`config.mk`:
```
export PLATFORM = sky130hd
export DESIGN_NAME = pwrseq_top
export DESIGN_NICKNAME = d
export VERILOG_FILES = /design/src/rtl/pwrseq_pkg.sv /design/src/rtl/pwrseq_regs.sv /design/src/rtl/pwrseq_sync.sv /design/src/rtl/pwrseq_group.sv /design/src/rtl/pwrseq_top.sv
export SDC_FILE = /design/constraint.sdc
export NUM_CORES = 1
export LEC_CHECK = 0
export ABC_CLOCK_PERIOD_IN_PS = 4000
export BUFFER_PORTS_ARGS = -buffer_cell sky130_fd_sc_hd__buf_2
export CAP_MARGIN = 20
export CORE_ASPECT_RATIO = 0.75
export CORE_MARGIN = 2
export CORE_UTILIZATION = 34
export CTS_CLUSTER_SIZE = 16
export DETAILED_ROUTE_END_ITERATION = 12
export PLACE_DENSITY = 0.49
export SYNTH_ARGS = -nofsm -noshare
export SYNTH_HDL_FRONTEND = slang
export SYNTH_HIERARCHICAL = 1
export SYNTH_SLANG_ARGS = --single-unit
```
`constraint.sdc`:
```
create_clock -name clk -period 4 [get_ports clk]
set_clock_uncertainty 0.15 [all_clocks]
set_input_delay 0.4 -clock clk [delete_from_list [all_inputs] [get_ports clk]]
set_output_delay 0.4 -clock clk [all_outputs]
set_load 0.02 [all_outputs]
```
`src/rtl/pwrseq_pkg.sv`:
```
// Shared types and helpers for the slot-timed power sequencer.
// Assumes three groups and 3-bit slot numbers.
package pwrseq_pkg;
    localparam int NUM_GRP = 3;
    localparam int SLOT_W  = 3;
    localparam int CNT_W   = 14;

    typedef struct packed {
        logic [1:0]        grp;
        logic [SLOT_W-1:0] up;
        logic [SLOT_W-1:0] dn;
        logic              direct;
    } res_cfg_t;

    typedef struct packed {
        logic [1:0] src;
        logic [2:0] per_sd;
        logic [2:0] per_ss;
        logic       slp;
        logic       lpm;
    } grp_cfg_t;

    // Slot length in ticks for a base period and a 3-bit code.
    function automatic logic [CNT_W-1:0] slot_ticks(input int base, input logic [2:0] code);
        logic [CNT_W-1:0] b;
        b = CNT_W'(base);
        return b << code;
    endfunction
endpackage

```
`src/rtl/pwrseq_regs.sv`:
```
// Configuration register file: per-resource and per-group settings.
// Assumes N_RES <= 8 so resource addresses stay below the group block at 8.
module pwrseq_regs
    import pwrseq_pkg::*;
#(
    parameter int N_RES = 4
) (
    input  logic        clk,
    input  logic        rst_n,
    input  logic        wr_en,
    input  logic [3:0]  wr_addr,
    input  logic [15:0] wr_data,
    output res_cfg_t    res_cfg [N_RES],
    output grp_cfg_t    grp_cfg [NUM_GRP]
);
    genvar i;
    generate
        for (i = 0; i < N_RES; i++) begin : g_res
            // Capture one resource config word on a matching write.
            always_ff @(posedge clk) begin
                if (!rst_n) begin
                    res_cfg[i] <= '0;
                end else if (wr_en && wr_addr == 4'(i)) begin
                    res_cfg[i].grp    <= wr_data[1:0];
                    res_cfg[i].up     <= wr_data[4:2];
                    res_cfg[i].dn     <= wr_data[7:5];
                    res_cfg[i].direct <= wr_data[8];
                end
            end
        end
        for (i = 0; i < NUM_GRP; i++) begin : g_grp
            // Capture one group config word on a matching write.
            always_ff @(posedge clk) begin
                if (!rst_n) begin
                    grp_cfg[i] <= '0;
                end else if (wr_en && wr_addr == 4'(8 + i)) begin
                    grp_cfg[i].src    <= wr_data[1:0];
                    grp_cfg[i].per_sd <= wr_data[4:2];
                    grp_cfg[i].per_ss <= wr_data[7:5];
                    grp_cfg[i].slp    <= wr_data[8];
                    grp_cfg[i].lpm    <= wr_data[9];
                end
            end
        end
    endgenerate
endmodule

```
`src/rtl/pwrseq_sync.sv`:
```
// Two-flop synchronizer for asynchronous level inputs.
// Assumes the inputs are slow levels; no pulse capture.
module pwrseq_sync #(
    parameter int W = 2
) (
    input  logic         clk,
    input  logic         rst_n,
    input  logic [W-1:0] d,
    output logic [W-1:0] q
);
    logic [W-1:0] meta;

    // Two register stages toward the clock domain.
    always_ff @(posedge clk) begin
        if (!rst_n) begin
            meta <= '0;
            q    <= '0;
        end else begin
            meta <= d;
            q    <= meta;
        end
    end
endmodule

```
`src/rtl/pwrseq_group.sv`:
```
// One sequencer group: finds edges on its control level and runs an
// eight-slot counter whose slot length comes from the given code.
// Assumes lvl is already synchronous.
module pwrseq_group
    import pwrseq_pkg::*;
#(
    parameter int BASE = 40
) (
    input  logic              clk,
    input  logic              rst_n,
    input  logic              lvl,
    input  logic              tick,
    input  logic [2:0]        code,
    output logic              run,
    output logic              dir,
    output logic [SLOT_W-1:0] slot,
    output logic              edge_o
);
    localparam logic [SLOT_W-1:0] LAST = '1;

    logic             lvl_q;
    logic [CNT_W-1:0] cnt;
    logic [CNT_W-1:0] lim;

    assign edge_o = lvl ^ lvl_q;
    assign lim    = slot_ticks(BASE, code) - CNT_W'(1);

    // Level history for edge detection.
    always_ff @(posedge clk) begin
        if (!rst_n) lvl_q <= 1'b0;
        else        lvl_q <= lvl;
    end

    // Slot counter: restart on an edge, step on ticks, stop after the last slot.
    always_ff @(posedge clk) begin
        if (!rst_n) begin
            run  <= 1'b0;
            dir  <= 1'b0;
            slot <= '0;
            cnt  <= '0;
        end else if (edge_o) begin
            run  <= 1'b1;
            dir  <= lvl;
            slot <= '0;
            cnt  <= '0;
        end else if (run && tick) begin
            if (cnt >= lim) begin
                cnt <= '0;
                if (slot == LAST) run  <= 1'b0;
                else              slot <= slot + 1'b1;
            end else begin
                cnt <= cnt + 1'b1;
            end
        end
    end
endmodule

```
`src/rtl/pwrseq_top.sv`:
```
// Slot-timed power sequencer top: register file, pin synchronizer, three
// sequencer groups and per-resource enable registers.
// Assumes us_tick is a one-cycle pulse synchronous to clk.
module pwrseq_top
    import pwrseq_pkg::*;
#(
    parameter int N_RES     = 4,
    parameter bit ALT_TABLE = 1'b0
) (
    input  logic             clk,
    input  logic             rst_n,
    input  logic [1:0]       en_pin,
    input  logic [2:0]       sw_ctl,
    input  logic             susp_sel,
    input  logic             us_tick,
    input  logic             wr_en,
    input  logic [3:0]       wr_addr,
    input  logic [15:0]      wr_data,
    output logic [N_RES-1:0] res_en,
    output logic             sleep_o,
    output logic             lpm_o
);
    localparam int BASE = ALT_TABLE ? 20 : 40;

    res_cfg_t                  res_cfg [N_RES];
    grp_cfg_t                  grp_cfg [NUM_GRP];
    logic [1:0]                pin_s;
    logic [NUM_GRP-1:0]        grp_lvl;
    logic [NUM_GRP-1:0]        grp_run;
    logic [NUM_GRP-1:0]        grp_dir;
    logic [NUM_GRP-1:0]        grp_edge;
    logic [NUM_GRP*SLOT_W-1:0] grp_slot;
    logic [NUM_GRP-1:0]        slp_req;
    logic [NUM_GRP-1:0]        lpm_req;
    logic [N_RES-1:0]          res_none;
    logic [N_RES-1:0]          res_dir;

    pwrseq_regs #(.N_RES(N_RES)) u_regs (
        .clk(clk), .rst_n(rst_n), .wr_en(wr_en), .wr_addr(wr_addr),
        .wr_data(wr_data), .res_cfg(res_cfg), .grp_cfg(grp_cfg)
    );

    pwrseq_sync #(.W(2)) u_sync (
        .clk(clk), .rst_n(rst_n), .d(en_pin), .q(pin_s)
    );

    genvar g, r;
    generate
        for (g = 0; g < NUM_GRP; g++) begin : g_grp
            logic [2:0] code;

            // Pick the control level named by the source code.
            always_comb begin
                case (grp_cfg[g].src)
                    2'd0:    grp_lvl[g] = pin_s[0];
                    2'd1:    grp_lvl[g] = pin_s[1];
                    2'd2:    grp_lvl[g] = sw_ctl[g];
                    default: grp_lvl[g] = 1'b0;
                endcase
            end

            assign code       = susp_sel ? grp_cfg[g].per_ss : grp_cfg[g].per_sd;
            assign slp_req[g] = grp_lvl[g] & grp_cfg[g].slp;
            assign lpm_req[g] = grp_lvl[g] & grp_cfg[g].lpm;

            pwrseq_group #(.BASE(BASE)) u_grp (
                .clk(clk), .rst_n(rst_n), .lvl(grp_lvl[g]), .tick(us_tick),
                .code(code), .run(grp_run[g]), .dir(grp_dir[g]),
                .slot(grp_slot[g*SLOT_W +: SLOT_W]), .edge_o(grp_edge[g])
            );
        end

        for (r = 0; r < N_RES; r++) begin : g_res
            logic              sel_run;
            logic              sel_dir;
            logic [SLOT_W-1:0] sel_slot;

            // Route the bound group's state to this resource.
            always_comb begin
                sel_run  = 1'b0;
                sel_dir  = 1'b0;
                sel_slot = '0;
                for (int k = 0; k < NUM_GRP; k++) begin
                    if (res_cfg[r].grp == 2'(k)) begin
                        sel_run  = grp_run[k];
                        sel_dir  = grp_dir[k];
                        sel_slot = grp_slot[k*SLOT_W +: SLOT_W];
                    end
                end
            end

            assign res_none[r] = (res_cfg[r].grp == 2'd3);
            assign res_dir[r]  = res_cfg[r].direct;

            // Enable register: direct bit when unbound, else slot matches.
            always_ff @(posedge clk) begin
                if (!rst_n) begin
                    res_en[r] <= 1'b0;
                end else if (res_none[r]) begin
                    res_en[r] <= res_cfg[r].direct;
                end else if (sel_run && sel_dir && sel_slot == res_cfg[r].up) begin
                    res_en[r] <= 1'b1;
                end else if (sel_run && !sel_dir && sel_slot == res_cfg[r].dn) begin
                    res_en[r] <= 1'b0;
                end
            end
        end
    endgenerate

    // Registered sleep and low-power indications.
    always_ff @(posedge clk) begin
        if (!rst_n) begin
            sleep_o <= 1'b0;
            lpm_o   <= 1'b0;
        end else begin
            sleep_o <= |slp_req;
            lpm_o   <= |lpm_req;
        end
    end
endmodule

```
-- Word-level counts from Yosys, hierarchy flattened
Index checks and enable logic that the tools add are counted.
- logic and storage cells: 248
- register bits: 136
- output and inout port bits: 6
- input bits: 30
- order comparisons: 3
- shift operators: 3
- eq/ne operators: 35
- reduce and logical (&&, ||, !) cells: 62
- multiplexer cells: 69
- add/subtract/negate cells: 9
- bitwise gates (word level): 13
- operators by type and width (cell ; number):
    two-way mux 1 bit ; 48
    two-way mux 3 bit ; 15
    adder 14 x 1 -> 14 bit, second input constant ; 3
    >= comparator 14 bit ; 3
    two-way mux 14 bit ; 3
    << shifter 6 x 3 -> 14 bit, first input constant ; 3
    subtractor 14 x 1 -> 14 bit, second input constant ; 3
    logical AND 1 bit ; 26
    == test 3 bit ; 8
    == test 2 bit, second input constant ; 11
    AND reduction 3 bit ; 6
    nonzero test 2 bit ; 9
    == test 2 x 1 -> 1 bit, second input constant ; 7
    logical NOT 2 bit ; 7
    == test 4 bit, second input constant ; 3
    nonzero test 3 bit ; 4
    adder 3 x 1 -> 3 bit, second input constant ; 3
    == test 3 bit, second input constant ; 3
    case mux 1 bit (3 select lines) ; 3
    == test 4 x 2 -> 1 bit, second input constant ; 2
    bitwise AND 1 bit ; 6
    OR reduction 2 bit ; 3
    OR reduction 3 bit ; 2
    == test 4 x 1 -> 1 bit, second input constant ; 1
    4 further kinds ; 12

-- Logic depth before layout (Yosys ltp)
- depth in word-level cells: 10
- depth in mapped cells: 15
- depth with buffers taken out: 12

-- Modules after synthesis
The synthesis kept the hierarchy.
- by module, submodules not included (module ; area each (µm²) ; cells an instance ; sequential area each (µm²) ; times used):
    pwrseq_group (g_grp[0].u_grp ...) ; 1320.0 ; 151 ; 400.4 ; 2
    pwrseq_regs ; 2432.3 ; 232 ; 1321.3 ; 1
    pwrseq_group (g_grp[1].u_grp) ; 1306.3 ; 151 ; 400.4 ; 1
    pwrseq_top ; 1163.6 ; 134 ; 120.1 ; 1
    pwrseq_sync ; 105.1 ; 8 ; 80.1 ; 1

-- Least setup slack after synthesis
Ideal clock, no wire load.
- path type: input-to-reg
- start point: input susp_sel
- end point: register g_grp[2].u_grp.cnt[7]
- library setup time: 62 ps
- path buffers: 3
- arrival time: 3458 ps
- data required time: 3788 ps
- slack: 330 ps
- cell stages on the path: 14
- cell sequence: clkbuf_1 mux2_2 clkbuf_1 or3_1 ha_1 and3_1 o21ai_0 ha_1 a21oi_1 o21ai_1 a221o_1 a21o_1 buf_6 nor2_2
- cells in the longest elaborated chain, start to end: 5
- ends and longest elaborated chain (element ; RTL line ; RTL):
    start: declaration ; pwrseq_top.sv:14 ; input logic susp_sel,
    two-way mux 3 bit ; pwrseq_top.sv:62 ; assign code = susp_sel ? grp_cfg[g].per_ss : grp_cfg[g].per_sd;
    net g_grp[2].code[2] ; pwrseq_top.sv:50 ; logic [2:0] code;
    << shifter 6 x 3 -> 14 bit ; pwrseq_pkg.sv:27 ; return b << code;
    subtractor 14 x 1 -> 14 bit ; pwrseq_group.sv:26 ; assign lim = slot_ticks(BASE, code) - CNT_W'(1);
    >= comparator 14 bit ; pwrseq_group.sv:47 ; if (cnt >= lim) begin
    two-way mux 14 bit ; pwrseq_group.sv:47 ;
    end signal: assignment ; pwrseq_group.sv:52 ; cnt <= cnt + 1'b1;
    end: declaration ; pwrseq_group.sv:22 ; logic [CNT_W-1:0] cnt;
The timed path passes the listed nets, and every way through them passes these cells.
A chain may end at the register's enable or synchronous reset.

-- Worst setup path after layout
- start point: input susp_sel
- end point: register g_grp[1].u_grp.cnt[13]
- cells in the longest elaborated chain, start to end: 5
- ends and longest elaborated chain (element ; RTL line):
    two-way mux 3 bit ; pwrseq_top.sv:62
    net g_grp[1].code[1] ; pwrseq_top.sv:50
    << shifter 6 x 3 -> 14 bit ; pwrseq_pkg.sv:27
    subtractor 14 x 1 -> 14 bit ; pwrseq_group.sv:26
    >= comparator 14 bit ; pwrseq_group.sv:47
    two-way mux 14 bit ; pwrseq_group.sv:47
    end signal: assignment ; pwrseq_group.sv:52
    end: declaration ; pwrseq_group.sv:22
The timed path passes the listed nets, and every way through them passes these cells.

==> results.txt <==
Average size of a mapped cell: 9.25 µm²
Hold slack: 0.0261 ns
Top_reg_cell synth: dfxtp_1
Top cell by count, worst path: ha_1
Worst-skew pair later-pin latency: 0.43 ns
Synth top area share: 35.6%
Hold Vio Cnt, Final: 0
Final setup violation count: 0
Worst Hold Class: in2reg
Critical path's largest stage delay: 0.48 ns
Post-route clock period utilization: 85.6%
Detailed Route Iter0 Violations: 366
Pwr Density: 367 nW/µm²
Port bufs: 29
Commonest non-fill, non-tap cells in the layout: dfxtp_1 (136), nand2_1 (112), mux2i_1 (92)
GP Congestion: 0.755
#FFs+latches synth: 136
Mux share of post-synthesis cell area: 13.4%
Routed Antenna Nets: 0
Maximum number of pins on one net before global-route repair: 36
Synth Cell Area: 7650 µm²
Max Slew Vio Count: 0
Clock tree root buffer cell: clkbuf_16
Post-route setup TNS: 0 ns
DP HPWL: 13.0 mm
Nets: 940
Die H: 134 µm
Complex-gate fraction of the synthesized area: 10.9%
Post-CTS Setup Inserts: 0
Crit path cell chain: buf_2 > mux2_2 > or3_1 > ha_1 > and3_1 > o21ai_0 > ha_1 > a21oi_1 > o21ai_1 > a221o_1 > a21o_1 > nor2_2
CP Capture Type: flip-flop
Area occupied by multi-input gates: 4700 µm²
Post-Synth Adder-Cell Area: 7.76%
Top delay family on crit path: compound AO/OA/AOI/OAI gates
DRC: 0
CTS tree: yes
Largest family of logic cells by synthesized area: simple AND/OR/NAND/NOR gates
Via count: 5813
Layout cells sized above 1: 18.3%
# hold bufs at CTS: 0
Storage cell area: 2720 µm²
Async set-reset flop share out of synthesis: 0%
Vias in the first global route: 5534
Netlist cell types: 55
GRT Resource Usage Total: 16.5%
Total grt overflow: 0
Initial antenna violation count: 0
# IOs: 36
WS Path Type: in2reg
Ys Warns: 6
Clock buffer count from CTS: 17
Crit path launch type: primary input
Final core occ: 39.7%
Leakage: 3.43 nW
Fin crit period: 3.43 ns
Outcome: finished clean
DRT Wirelength: 18.2 mm
Area delta synth->final: 14.4%
Mapped Cells: 827
Resized cells post-CTS: 0
Yosys top cell by area: dfxtp_1
Fill cells: 2224
Vias per std cell: 4.96
Slew @ Worst Pin: 1.08 ns
Number of flops mapped to enable cells by yosys: 0
Clock-pin slew on the worst setup and hold paths: 0.06 ns
Initial core utilization: 34.7%
Placed Cells: 1140
Crit Path Max Fanout: 11
Maximum root-to-sink buffer count: 2
Sequential area share after synthesis: 35.6%
Crit path required time: 4.21 ns
Global-route wire length before repair: 30.4 mm
RSZ-0062 raised after global routing: false
Leading cell type in the layout, fill and taps excluded: dfxtp_1
WP buf/inv: 1
Row count: 47
DR WL/cell: 15.5 µm
Top post-synthesis cells by area: dfxtp_1 (36%), mux2i_1 (12%), ha_1 (7.4%)
DR pass1 iterations: 6
Slew margin rel.: 27.5%
CP max-delay cell: mux2_2
CTS Sinks: 136
Die area: 23700 µm²
XOR/XNOR Fraction of Synth Area: 7.51%
Max cap viols: 0
Finished Layout Cells: 1173
Die width: 177 µm
Crit path DAT: 3.64 ns
Net Count, Synth: 902
Peak supply drop: 0.000263 V
CTS H-tree lvls: 4
Max frequency: 292 MHz
Core box area: 22100 µm²
Simple-gate portion of the synthesized area: 21.8%
## flip-flops by register name, indices dropped and copies added, names as in the netlist, 3 cells and up
register and flops:
u_regs/grp_cfg 30, g_grp.u_grp/slot 9, res_en 4, g_grp.u_grp/dir 3, g_grp.u_grp/lvl_q 3, u_regs/res_cfg 36
g_grp.u_grp/run 3, g_grp.u_grp/cnt 42
## layer usage
metal	up-vias	wire length, µm	track usage (%)
met3	12	643	4.02
li1	2998	-	-
met2	84	6920	21.6
met1	2719	10500	26.3
met5	-	0	0
met4	0	143	3.99
## where the power goes
group	switching [mW]	internal [mW]	leakage [nW]	total [mW]
registers	0.0226	1.37	1.10	1.40
logic	0.123	0.0762	2.04	0.200
clock network	0.633	0.983	0.291	1.62
## cell type report
cell class / count / area share, %
inverters: 10 / 0.429
flip-flops and latches: 136 / 31.1
clock buffers: 18 / 4.91
well taps: 294 / 4.20
diodes: 1 / 0.0286
repair buffers: 48 / 3.62
clock inverters: 14 / 1.97
multi-input cells: 652 / 53.7
## worst paths after layout
check                      from                endpoint  slack, ns  depth (start not counted)
max reg2reg  u_regs/grp_cfg[13]  g_grp[1].u_grp/cnt[13]       0.66                         11
max                    susp_sel  g_grp[1].u_grp/cnt[13]       0.57                         12
min reg2reg      u_sync/meta[0]             u_sync/q[0]       0.27                          1
min                   en_pin[1]          u_sync/meta[1]       0.03                          2
## cells by family after synthesis
group / Yosys count
AND/OR/NAND/NOR: 316
flip-flops: 136
other: 3
buffers and inverters: 39
adder cells (fa/ha/maj): 48
AO/OA/AOI/OAI: 121
multiplexers: 101
XOR/XNOR: 63
## synthesized netlist by cell type, drive strengths merged, types with 2 or more instances
master,number
nor3,18
nand3b,13
nor2,68
nand2b,7
ha,45
and3,13
o2bb2ai,15
nor2b,10
inv,10
a2bb2oi,2
nor3b,9
a221o,3
nand2,119
o21bai,3
maj3,3
xnor2,24
nand4,10
nand3,24
a21boi,3
mux2,9
mux2i,92
buf,14
clkbuf,15
o21ai,35
o22ai,2
a31oi,4
a41oi,3
dfxtp,136
o41ai,3
or4,3
xor2,39
conb,3
or3,3
a21oi,30
nor4b,3
or2,3
a222oi,2
and2,13
a2111oi,3
a211oi,6
o21a,3
a21o,3
## per-stage QoR
step | worst slack [ns] | instance area [µm²] | power, mW
5_1_grt | 0.442 | 8750 | 3.34
3_3_place_gp | 0.167 | 8130 | 1.63
6_report | 0.574 | 8750 | 3.21
2_1_floorplan | 0.330 | 7650 | 1.55
4_1_cts | 0.580 | 8750 | 3.26
3_5_place_dp | 0.127 | 8140 | 1.63
(Power assumes the default switching activity.)
